--- src/rtl/ctc_pkg.sv ---
package ctc_pkg;
  localparam int unsigned BUS_W = 8;

  typedef enum logic [1:0] {
    ST_IDLE = 2'd0,
    ST_WAIT = 2'd1,
    ST_RUN  = 2'd2
  } ctc_state_e;

  // field order matches the control byte, MSB first
  typedef struct packed {
    logic irq_en;
    logic cnt_mode;
    logic presc_hi;
    logic rise_edge;
    logic trig_start;
    logic tc_next;
    logic sw_rst;
    logic is_ctrl;
  } ctc_cword_t;
endpackage

--- src/rtl/ctc_bus_port.sv ---
module ctc_bus_port #(
  parameter logic [1:0] CHAN_ID = 2'd0
) (
  input  logic       clk_i,
  input  logic       rst_ni,
  input  logic       ce_ni,
  input  logic       iorq_ni,
  input  logic       rd_ni,
  input  logic       wr_ni,
  input  logic [1:0] chan_sel_i,
  output logic       wr_stb_o,
  output logic       rd_en_o
);
  logic sel;
  logic wr_q;

  assign sel = !ce_ni && !iorq_ni && (chan_sel_i == CHAN_ID);

  always_ff @(posedge clk_i or negedge rst_ni) begin
    if (!rst_ni) wr_q <= 1'b1;
    else         wr_q <= wr_ni;
  end

  // one strobe per falling edge of the write line
  assign wr_stb_o = sel && !wr_ni && wr_q;
  assign rd_en_o  = sel && !rd_ni;
endmodule

--- src/rtl/ctc_edge_det.sv ---
module ctc_edge_det #(
  parameter int unsigned SYNC_STAGES = 2
) (
  input  logic clk_i,
  input  logic rst_ni,
  input  logic pin_i,
  input  logic rise_i,
  output logic edge_o
);
  localparam int unsigned LAST = SYNC_STAGES - 1;

  logic [SYNC_STAGES-1:0] sync_q;
  logic                   prev_q;

  always_ff @(posedge clk_i or negedge rst_ni) begin
    if (!rst_ni) begin
      sync_q <= '0;
      prev_q <= 1'b0;
    end else begin
      sync_q[0] <= pin_i;
      for (int i = 1; i < SYNC_STAGES; i++) sync_q[i] <= sync_q[i-1];
      prev_q <= sync_q[LAST];
    end
  end

  assign edge_o = rise_i ? (sync_q[LAST] & ~prev_q) : (~sync_q[LAST] & prev_q);
endmodule

--- src/rtl/ctc_prescaler.sv ---
module ctc_prescaler #(
  parameter int unsigned DIV_LO = 16,
  parameter int unsigned DIV_HI = 256
) (
  input  logic clk_i,
  input  logic rst_ni,
  input  logic clr_i,
  input  logic en_i,
  input  logic hi_i,
  output logic tick_o
);
  localparam int unsigned PW = (DIV_HI > 2) ? $clog2(DIV_HI) : 1;
  localparam logic [PW-1:0] LAST_LO = PW'(DIV_LO - 1);
  localparam logic [PW-1:0] LAST_HI = PW'(DIV_HI - 1);

  logic [PW-1:0] div_q;
  logic [PW-1:0] last;
  logic          wrap;

  assign last   = hi_i ? LAST_HI : LAST_LO;
  assign wrap   = (div_q == last);
  assign tick_o = en_i && wrap;

  always_ff @(posedge clk_i or negedge rst_ni) begin
    if (!rst_ni)    div_q <= '0;
    else if (clr_i) div_q <= '0;
    else if (en_i)  div_q <= wrap ? '0 : div_q + 1'b1;
  end
endmodule

--- src/rtl/ctc_ctrl.sv ---
module ctc_ctrl
  import ctc_pkg::*;
(
  input  logic             clk_i,
  input  logic             rst_ni,
  input  logic             wr_stb_i,
  input  logic [BUS_W-1:0] wdata_i,
  input  logic             edge_i,
  output logic             irq_en_o,
  output logic             cnt_mode_o,
  output logic             presc_hi_o,
  output logic             rise_o,
  output logic [BUS_W-1:0] tc_o,
  output logic             tc_load_o,
  output logic             presc_clr_o,
  output ctc_state_e       state_o
);
  ctc_cword_t cw;
  ctc_state_e state_q;
  logic       expect_q;
  logic       irq_en_q, cnt_mode_q, presc_hi_q, rise_q, trig_q;
  logic [BUS_W-1:0] tc_q;
  logic       trig_go;

  assign cw          = ctc_cword_t'(wdata_i);
  assign tc_load_o   = wr_stb_i && expect_q && (state_q == ST_IDLE);
  assign trig_go     = !wr_stb_i && (state_q == ST_WAIT) && edge_i;
  assign presc_clr_o = tc_load_o || trig_go;

  always_ff @(posedge clk_i or negedge rst_ni) begin
    if (!rst_ni) begin
      state_q    <= ST_IDLE;
      expect_q   <= 1'b0;
      irq_en_q   <= 1'b0;
      cnt_mode_q <= 1'b0;
      presc_hi_q <= 1'b0;
      rise_q     <= 1'b0;
      trig_q     <= 1'b0;
      tc_q       <= '0;
    end else if (wr_stb_i) begin
      if (expect_q) begin
        tc_q     <= wdata_i;
        expect_q <= 1'b0;
        if (state_q == ST_IDLE)
          state_q <= (!cnt_mode_q && trig_q) ? ST_WAIT : ST_RUN;
      end else if (cw.is_ctrl) begin
        irq_en_q   <= cw.irq_en;
        cnt_mode_q <= cw.cnt_mode;
        presc_hi_q <= cw.presc_hi;
        rise_q     <= cw.rise_edge;
        trig_q     <= cw.trig_start;
        expect_q   <= cw.tc_next;
        if (cw.sw_rst) state_q <= ST_IDLE;
      end
    end else if (trig_go) begin
      state_q <= ST_RUN;
    end
  end

  assign irq_en_o   = irq_en_q;
  assign cnt_mode_o = cnt_mode_q;
  assign presc_hi_o = presc_hi_q;
  assign rise_o     = rise_q;
  assign tc_o       = tc_q;
  assign state_o    = state_q;
endmodule

--- src/rtl/ctc_downcnt.sv ---
module ctc_downcnt #(
  parameter int unsigned W = 8
) (
  input  logic         clk_i,
  input  logic         rst_ni,
  input  logic         tick_i,
  input  logic         load_i,
  input  logic [W-1:0] load_val_i,
  input  logic [W-1:0] reload_i,
  input  logic         irq_en_i,
  input  logic         irq_ack_i,
  output logic [W-1:0] cnt_o,
  output logic         zc_o,
  output logic         irq_o
);
  logic [W-1:0] cnt_q;
  logic [W-1:0] dec;
  logic         hit;
  logic         zc_q;
  logic         pend_q;

  assign dec = cnt_q - 1'b1;
  assign hit = tick_i && (dec == '0);

  always_ff @(posedge clk_i or negedge rst_ni) begin
    if (!rst_ni) begin
      cnt_q  <= '0;
      zc_q   <= 1'b0;
      pend_q <= 1'b0;
    end else begin
      zc_q <= hit;
      if (load_i)      cnt_q <= load_val_i;
      else if (tick_i) cnt_q <= hit ? reload_i : dec;
      if (hit && irq_en_i) pend_q <= 1'b1;
      else if (irq_ack_i)  pend_q <= 1'b0;
    end
  end

  assign cnt_o = cnt_q;
  assign zc_o  = zc_q;
  assign irq_o = pend_q;
endmodule

--- src/rtl/ctc_channel.sv ---
module ctc_channel
  import ctc_pkg::*;
#(
  parameter logic [1:0]  CHAN_ID     = 2'd0,
  parameter int unsigned DIV_LO      = 16,
  parameter int unsigned DIV_HI      = 256,
  parameter int unsigned SYNC_STAGES = 2
) (
  input  logic             clk_i,
  input  logic             rst_ni,
  input  logic             ce_ni,
  input  logic             iorq_ni,
  input  logic             rd_ni,
  input  logic             wr_ni,
  input  logic [1:0]       chan_sel_i,
  input  logic [BUS_W-1:0] data_i,
  output logic [BUS_W-1:0] data_o,
  output logic             data_oe_o,
  input  logic             clktrg_i,
  output logic             zcto_o,
  output logic             irq_o,
  input  logic             irq_ack_i
);
  logic             wr_stb, rd_en;
  logic             pin_edge, presc_tick, tick;
  logic             irq_en, cnt_mode, presc_hi, rise;
  logic             tc_load, presc_clr, running;
  logic [BUS_W-1:0] tc_q, cnt_q;
  ctc_state_e       state_q;

  ctc_bus_port #(.CHAN_ID(CHAN_ID)) u_bus (
    .clk_i, .rst_ni, .ce_ni, .iorq_ni, .rd_ni, .wr_ni, .chan_sel_i,
    .wr_stb_o(wr_stb), .rd_en_o(rd_en)
  );

  ctc_edge_det #(.SYNC_STAGES(SYNC_STAGES)) u_edge (
    .clk_i, .rst_ni, .pin_i(clktrg_i), .rise_i(rise), .edge_o(pin_edge)
  );

  ctc_ctrl u_ctrl (
    .clk_i, .rst_ni, .wr_stb_i(wr_stb), .wdata_i(data_i), .edge_i(pin_edge),
    .irq_en_o(irq_en), .cnt_mode_o(cnt_mode), .presc_hi_o(presc_hi),
    .rise_o(rise), .tc_o(tc_q), .tc_load_o(tc_load),
    .presc_clr_o(presc_clr), .state_o(state_q)
  );

  assign running = (state_q == ST_RUN);

  ctc_prescaler #(.DIV_LO(DIV_LO), .DIV_HI(DIV_HI)) u_presc (
    .clk_i, .rst_ni, .clr_i(presc_clr), .en_i(running && !cnt_mode),
    .hi_i(presc_hi), .tick_o(presc_tick)
  );

  assign tick = running && (cnt_mode ? pin_edge : presc_tick);

  ctc_downcnt #(.W(BUS_W)) u_cnt (
    .clk_i, .rst_ni, .tick_i(tick), .load_i(tc_load), .load_val_i(data_i),
    .reload_i(tc_q), .irq_en_i(irq_en), .irq_ack_i,
    .cnt_o(cnt_q), .zc_o(zcto_o), .irq_o
  );

  assign data_oe_o = rd_en;
  assign data_o    = rd_en ? cnt_q : '0;
endmodule

--- config.mk ---
export PLATFORM = sky130hd
export DESIGN_NAME = ctc_channel
export DESIGN_NICKNAME = d
export VERILOG_FILES = /design/src/rtl/ctc_pkg.sv /design/src/rtl/ctc_bus_port.sv /design/src/rtl/ctc_edge_det.sv /design/src/rtl/ctc_prescaler.sv /design/src/rtl/ctc_ctrl.sv /design/src/rtl/ctc_downcnt.sv /design/src/rtl/ctc_channel.sv
export SDC_FILE = /design/constraint.sdc
export NUM_CORES = 1
export LEC_CHECK = 0
export BUFFER_PORTS_ARGS = -buffer_cell sky130_fd_sc_hd__buf_2
export CORE_AREA = 8 8 92 94
export CTS_CLUSTER_DIAMETER = 150
export DETAILED_ROUTE_END_ITERATION = 16
export DIE_AREA = 0 0 100 102
export PLACE_DENSITY_LB_ADDON = 0.08
export SLEW_MARGIN = 15
export SYNTH_ARGS = -nofsm -noshare
export SYNTH_HDL_FRONTEND = slang
export SYNTH_SLANG_ARGS = --single-unit
--- constraint.sdc ---
create_clock -name clk_i -period 5.2 [get_ports clk_i]
set_input_delay 0.52 -clock clk_i [delete_from_list [all_inputs] [get_ports clk_i]]
set_output_delay 0.52 -clock clk_i [all_outputs]
set_load 0.1 [all_outputs]
==> results.py <==
metrics = {
    "sta": {
        "finalSetupViolations": 0,
        "worst_pin_slew_ps": 882,
        "fin_crit_sh_pct": 51.7,
        "fin_crit_ps": 2690,
        "rsz0062_at_grt": "no",
        "fmax_mhz": 372,
        "drv_slew": 0,
        "tns_ps": 0,
        "relSlewSlack_pct": 41.2,
        "final_hold_viol_count": 0,
        "skew_ps": 5.60,
    },
    "synthesis": {
        "synth_area_sq_mm": 0.00204,
        "synth_compound_area_share_pct": 17.9,
        "syn_nets": 219,
        "ys_seq_area_share_pct": 46.8,
        "ys.flop_type": "dfrtp_1",
        "synth_fa_ha_area_share_pct": 1.84,
        "syn_avg_cell_area_sq_um": 10.3,
        "syn_inst": 198,
        "async_reset_ff_share_pct": 100,
        "synth_xor_area_share_pct": 1.29,
        "ys_ff_latch": 38,
        "yosysWarningCount": 0,
        "synth_top_family_by_area": "simple AND/OR/NAND/NOR gates",
        "synth_edf_count": 0,
        "synth.distinct_cells": 50,
        "synthSimpleGateAreaFrac_pct": 20.0,
        "synth_mux_area_share_pct": 9.34,
    },
    "clock_tree": {
        "cts_buffers": 5,
        "clockBufferDepth": 2,
        "clkTransAtPathRegs_ps": 70,
        "htreeDepth": 2,
        "ctsRootBufferMaster": "clkbuf_8",
        "cts.sinks": 38,
        "clock_latency_ps": 290,
        "hold_buffers": 0,
        "cts_resized": 0,
        "tritoncts": "built",
        "cts_setup_buffers": 0,
    },
    "setup_path": {
        "crit_type": "input port to primary output",
        "cp_data_required_time_ps": 4680,
        "cp-end-kind": "primary output",
        "rrSetupSlack_ps": 2810,
        "path_cells": "buf_2 > or4_1 > nor2_1 > and2_1 > buf_2",
        "cpMaxStageDelayCell": "or4_1",
        "worstPathArrival_ps": 2170,
        "cp_common_cell": "buf_2",
        "r2r-end": "u_cnt.cnt_o[0]",
        "cp-start-kind": "input port",
        "r2r-start": "u_cnt.cnt_o[0]",
        "crit_fanout": 7,
        "cpPeakStageDelay_ps": 690,
        "r2r_cells": 7,
    },
    "grt": {
        "grt_use_met1_pct": 12.4,
        "grt_pass1_wl_um": 8400,
        "grtUsageTotal_pct": 10.5,
        "gr-total-overflow": 0,
        "grt_max_degree": 39,
        "use_met2_pct": 18.5,
        "busiest_layer": "met2",
        "antenna_found_initial": 0,
        "first_global_vias": 1654,
        "grt_util_met3_pct": 2.52,
    },
    "final_layout": {
        "drive_gt1_share_pct": 25.2,
        "finalNetCount": 250,
        "syn_to_final_growth_pct": 17.3,
        "insertedDiodeCount": 0,
    },
    "power_and_ir_drop": {
        "finalPower_mw": 1.00,
        "peakVddDrop_v": 0.000153,
        "leakage_nw": 1.07,
        "power-per-cell-area_mw_per_mm2": 419,
    },
    "detailed_routing": {
        "wl_per_cell_um": 15.2,
        "antenna_left": 0,
        "initialDrtViolationCount": 38,
        "wl_um": 5000,
        "firstDrtPassIters": 4,
        "via_per_inst": 4.80,
        "vias": 1578,
        "drc_errors": 0,
    },
    "worst_hold_path": {
        "hp-class": "input port to asynchronous set/reset pin",
    },
    "floorplanning": {
        "io-pin-count": 29,
        "fp.dieArea_sq_mm": 0.0102,
        "die_h_um": 102,
        "die_w_um": 100,
        "placeableCoreArea_sq_mm": 0.00706,
        "start_util_pct": 28.8,
        "row_count": 31,
    },
    "place": {
        "io_buffers": 28,
        "place_hpwl_um": 3780,
        "place_congestion": 0.700,
    },
    "job": {
        "cap_violations": 0,
    },
    "status": {
        "status": "finished clean",
    },
}
[worst max-delay path: cells and delay by family]
kind | cells | cell delay, ps
and+or+nand+nor | 3 | 1130
buffers and inverters | 2 | 520
[worst max-delay path by stage]
| stage | start | to | slack [ps] | cells after the start |
|---|---|---|---|---|
| global route | iorq_ni | data_o[6] | 2370 | 5 |
| global placement | iorq_ni | u_presc.div_q[6] | 2500 | 6 |
| CTS | iorq_ni | data_o[7] | 2500 | 5 |
| detailed placement | iorq_ni | u_presc.div_q[6] | 2470 | 6 |
| floorplan | iorq_ni | data_o[3] | 1230 | 4 |
| finish | iorq_ni | data_o[4] | 2510 | 5 |
[per-stage QoR]
| stage | util [%] | area (sq um) | instances | setup WS (ps) | hold WS, ps |
|---|---|---|---|---|---|
| final | 33.8 | 2390 | 329 | 2510 | 338 |
| after global routing | 33.8 | 2390 | 329 | 2370 | 322 |
| after CTS | 33.8 | 2390 | 329 | 2500 | 320 |
| after detailed placement | 32.3 | 2280 | 321 | 2470 | 337 |
| after global placement | 32.3 | 2280 | 321 | 2500 | 334 |
| after floorplan | - | 2040 | 198 | 1230 | 224 |
[Yosys cell counts, types with 2 or more instances]
cell type | n | area (sq um)
dfrtp_1 | 37 | 926
nand2_1 | 20 | 75.1
mux2_2 | 16 | 180
nand3_1 | 9 | 45.0
inv_1 | 8 | 30.0
o21ai_0 | 8 | 40.0
nor2_1 | 7 | 26.3
nor3_1 | 7 | 35.0
and2_1 | 6 | 37.5
o21a_1 | 5 | 37.5
a21oi_1 | 4 | 20.0
a31oi_1 | 4 | 25.0
nand2b_1 | 4 | 25.0
nand4_1 | 4 | 25.0
a211o_1 | 3 | 26.3
and3_1 | 3 | 18.8
clkbuf_1 | 3 | 11.3
ha_1 | 3 | 37.5
nor3b_1 | 3 | 22.5
or3_1 | 3 | 18.8
or4_1 | 3 | 22.5
xor2_1 | 3 | 26.3
nor2b_1 | 2 | 12.5
nor4_1 | 2 | 12.5
o211ai_1 | 2 | 15.0
o22ai_1 | 2 | 12.5
o31ai_1 | 2 | 15.0
o41ai_1 | 2 | 17.5
or2_2 | 2 | 12.5
[area by class of cell]
class / count / area, sq um
fill: 736 / 4670
multi-input combinational: 147 / 1030
sequential: 38 / 952
timing repair buffer: 29 / 148
tap: 99 / 124
clock buffer: 5 / 68.8
clock inverter: 3 / 40.0
inverter: 8 / 30.0
[cell usage in the layout, fill, tap and decap left out, types with 2 or more instances in the layout]
cell type / instances
a31oi_1: 4
nand4_1: 4
o21a_1: 5
or3_1: 3
nor3_1: 7
o31ai_1: 2
clkinv_2: 2
o41ai_1: 2
and2_1: 6
nand2b_1: 4
nand3_1: 9
nand2_1: 20
or2_2: 2
o211ai_1: 2
inv_1: 8
mux2_2: 16
buf_2: 28
or4_1: 3
clkbuf_8: 5
nor2_1: 7
a211o_1: 3
and3_1: 3
dfrtp_1: 37
o22ai_1: 2
nor2b_1: 2
nor3b_1: 3
ha_1: 3
xor2_1: 3
a21oi_1: 4
o21ai_0: 8
nor4_1: 2
[logic make-up (layout without fill, tap and decap cells)]
family                     count (synthesis)  in the layout
muxes                                     17             17
AOI/OAI and AO/OA                         47             47
xor gates and xnor gates                   3              3
buffers and inverters                     13             45
DFF                                       38             38
and+or+nand+nor                           77             77
adders and majority gates                  3              3
[power breakdown]
part / total, mW / switching [mW] / internal, mW
registers: 0.457 / 0.0881 / 0.368
logic: 0.299 / 0.164 / 0.135
clock network: 0.246 / 0.104 / 0.141
total: 1.00 / 0.356 / 0.645
[flip-flops by register name (all words and copies together), names as in the netlist]
register and flops:
u_ctrl.tc_o 8, u_cnt.cnt_o 8, u_presc.div_q 8, u_edge.prev_q 1, u_ctrl.state_o 2, u_edge.sync_q 2
u_ctrl.cnt_mode_o 1, u_ctrl.presc_hi_o 1, u_ctrl.expect_q 1, u_ctrl.trig_q 1, u_cnt.irq_o 1, u_ctrl.irq_en_o 1
u_cnt.zc_o 1, u_bus.wr_q 1, u_ctrl.rise_o 1
[per-layer routing]
layer	wire length (um)	part of all wire, %	vias up
met2	2470	50	24
met1	2260	45	745
met4	45	0.90	0
met5	0	0	-
met3	214	4.3	4
li1	-	-	805
No activity file was read; power rests on OpenSTA's default activity.
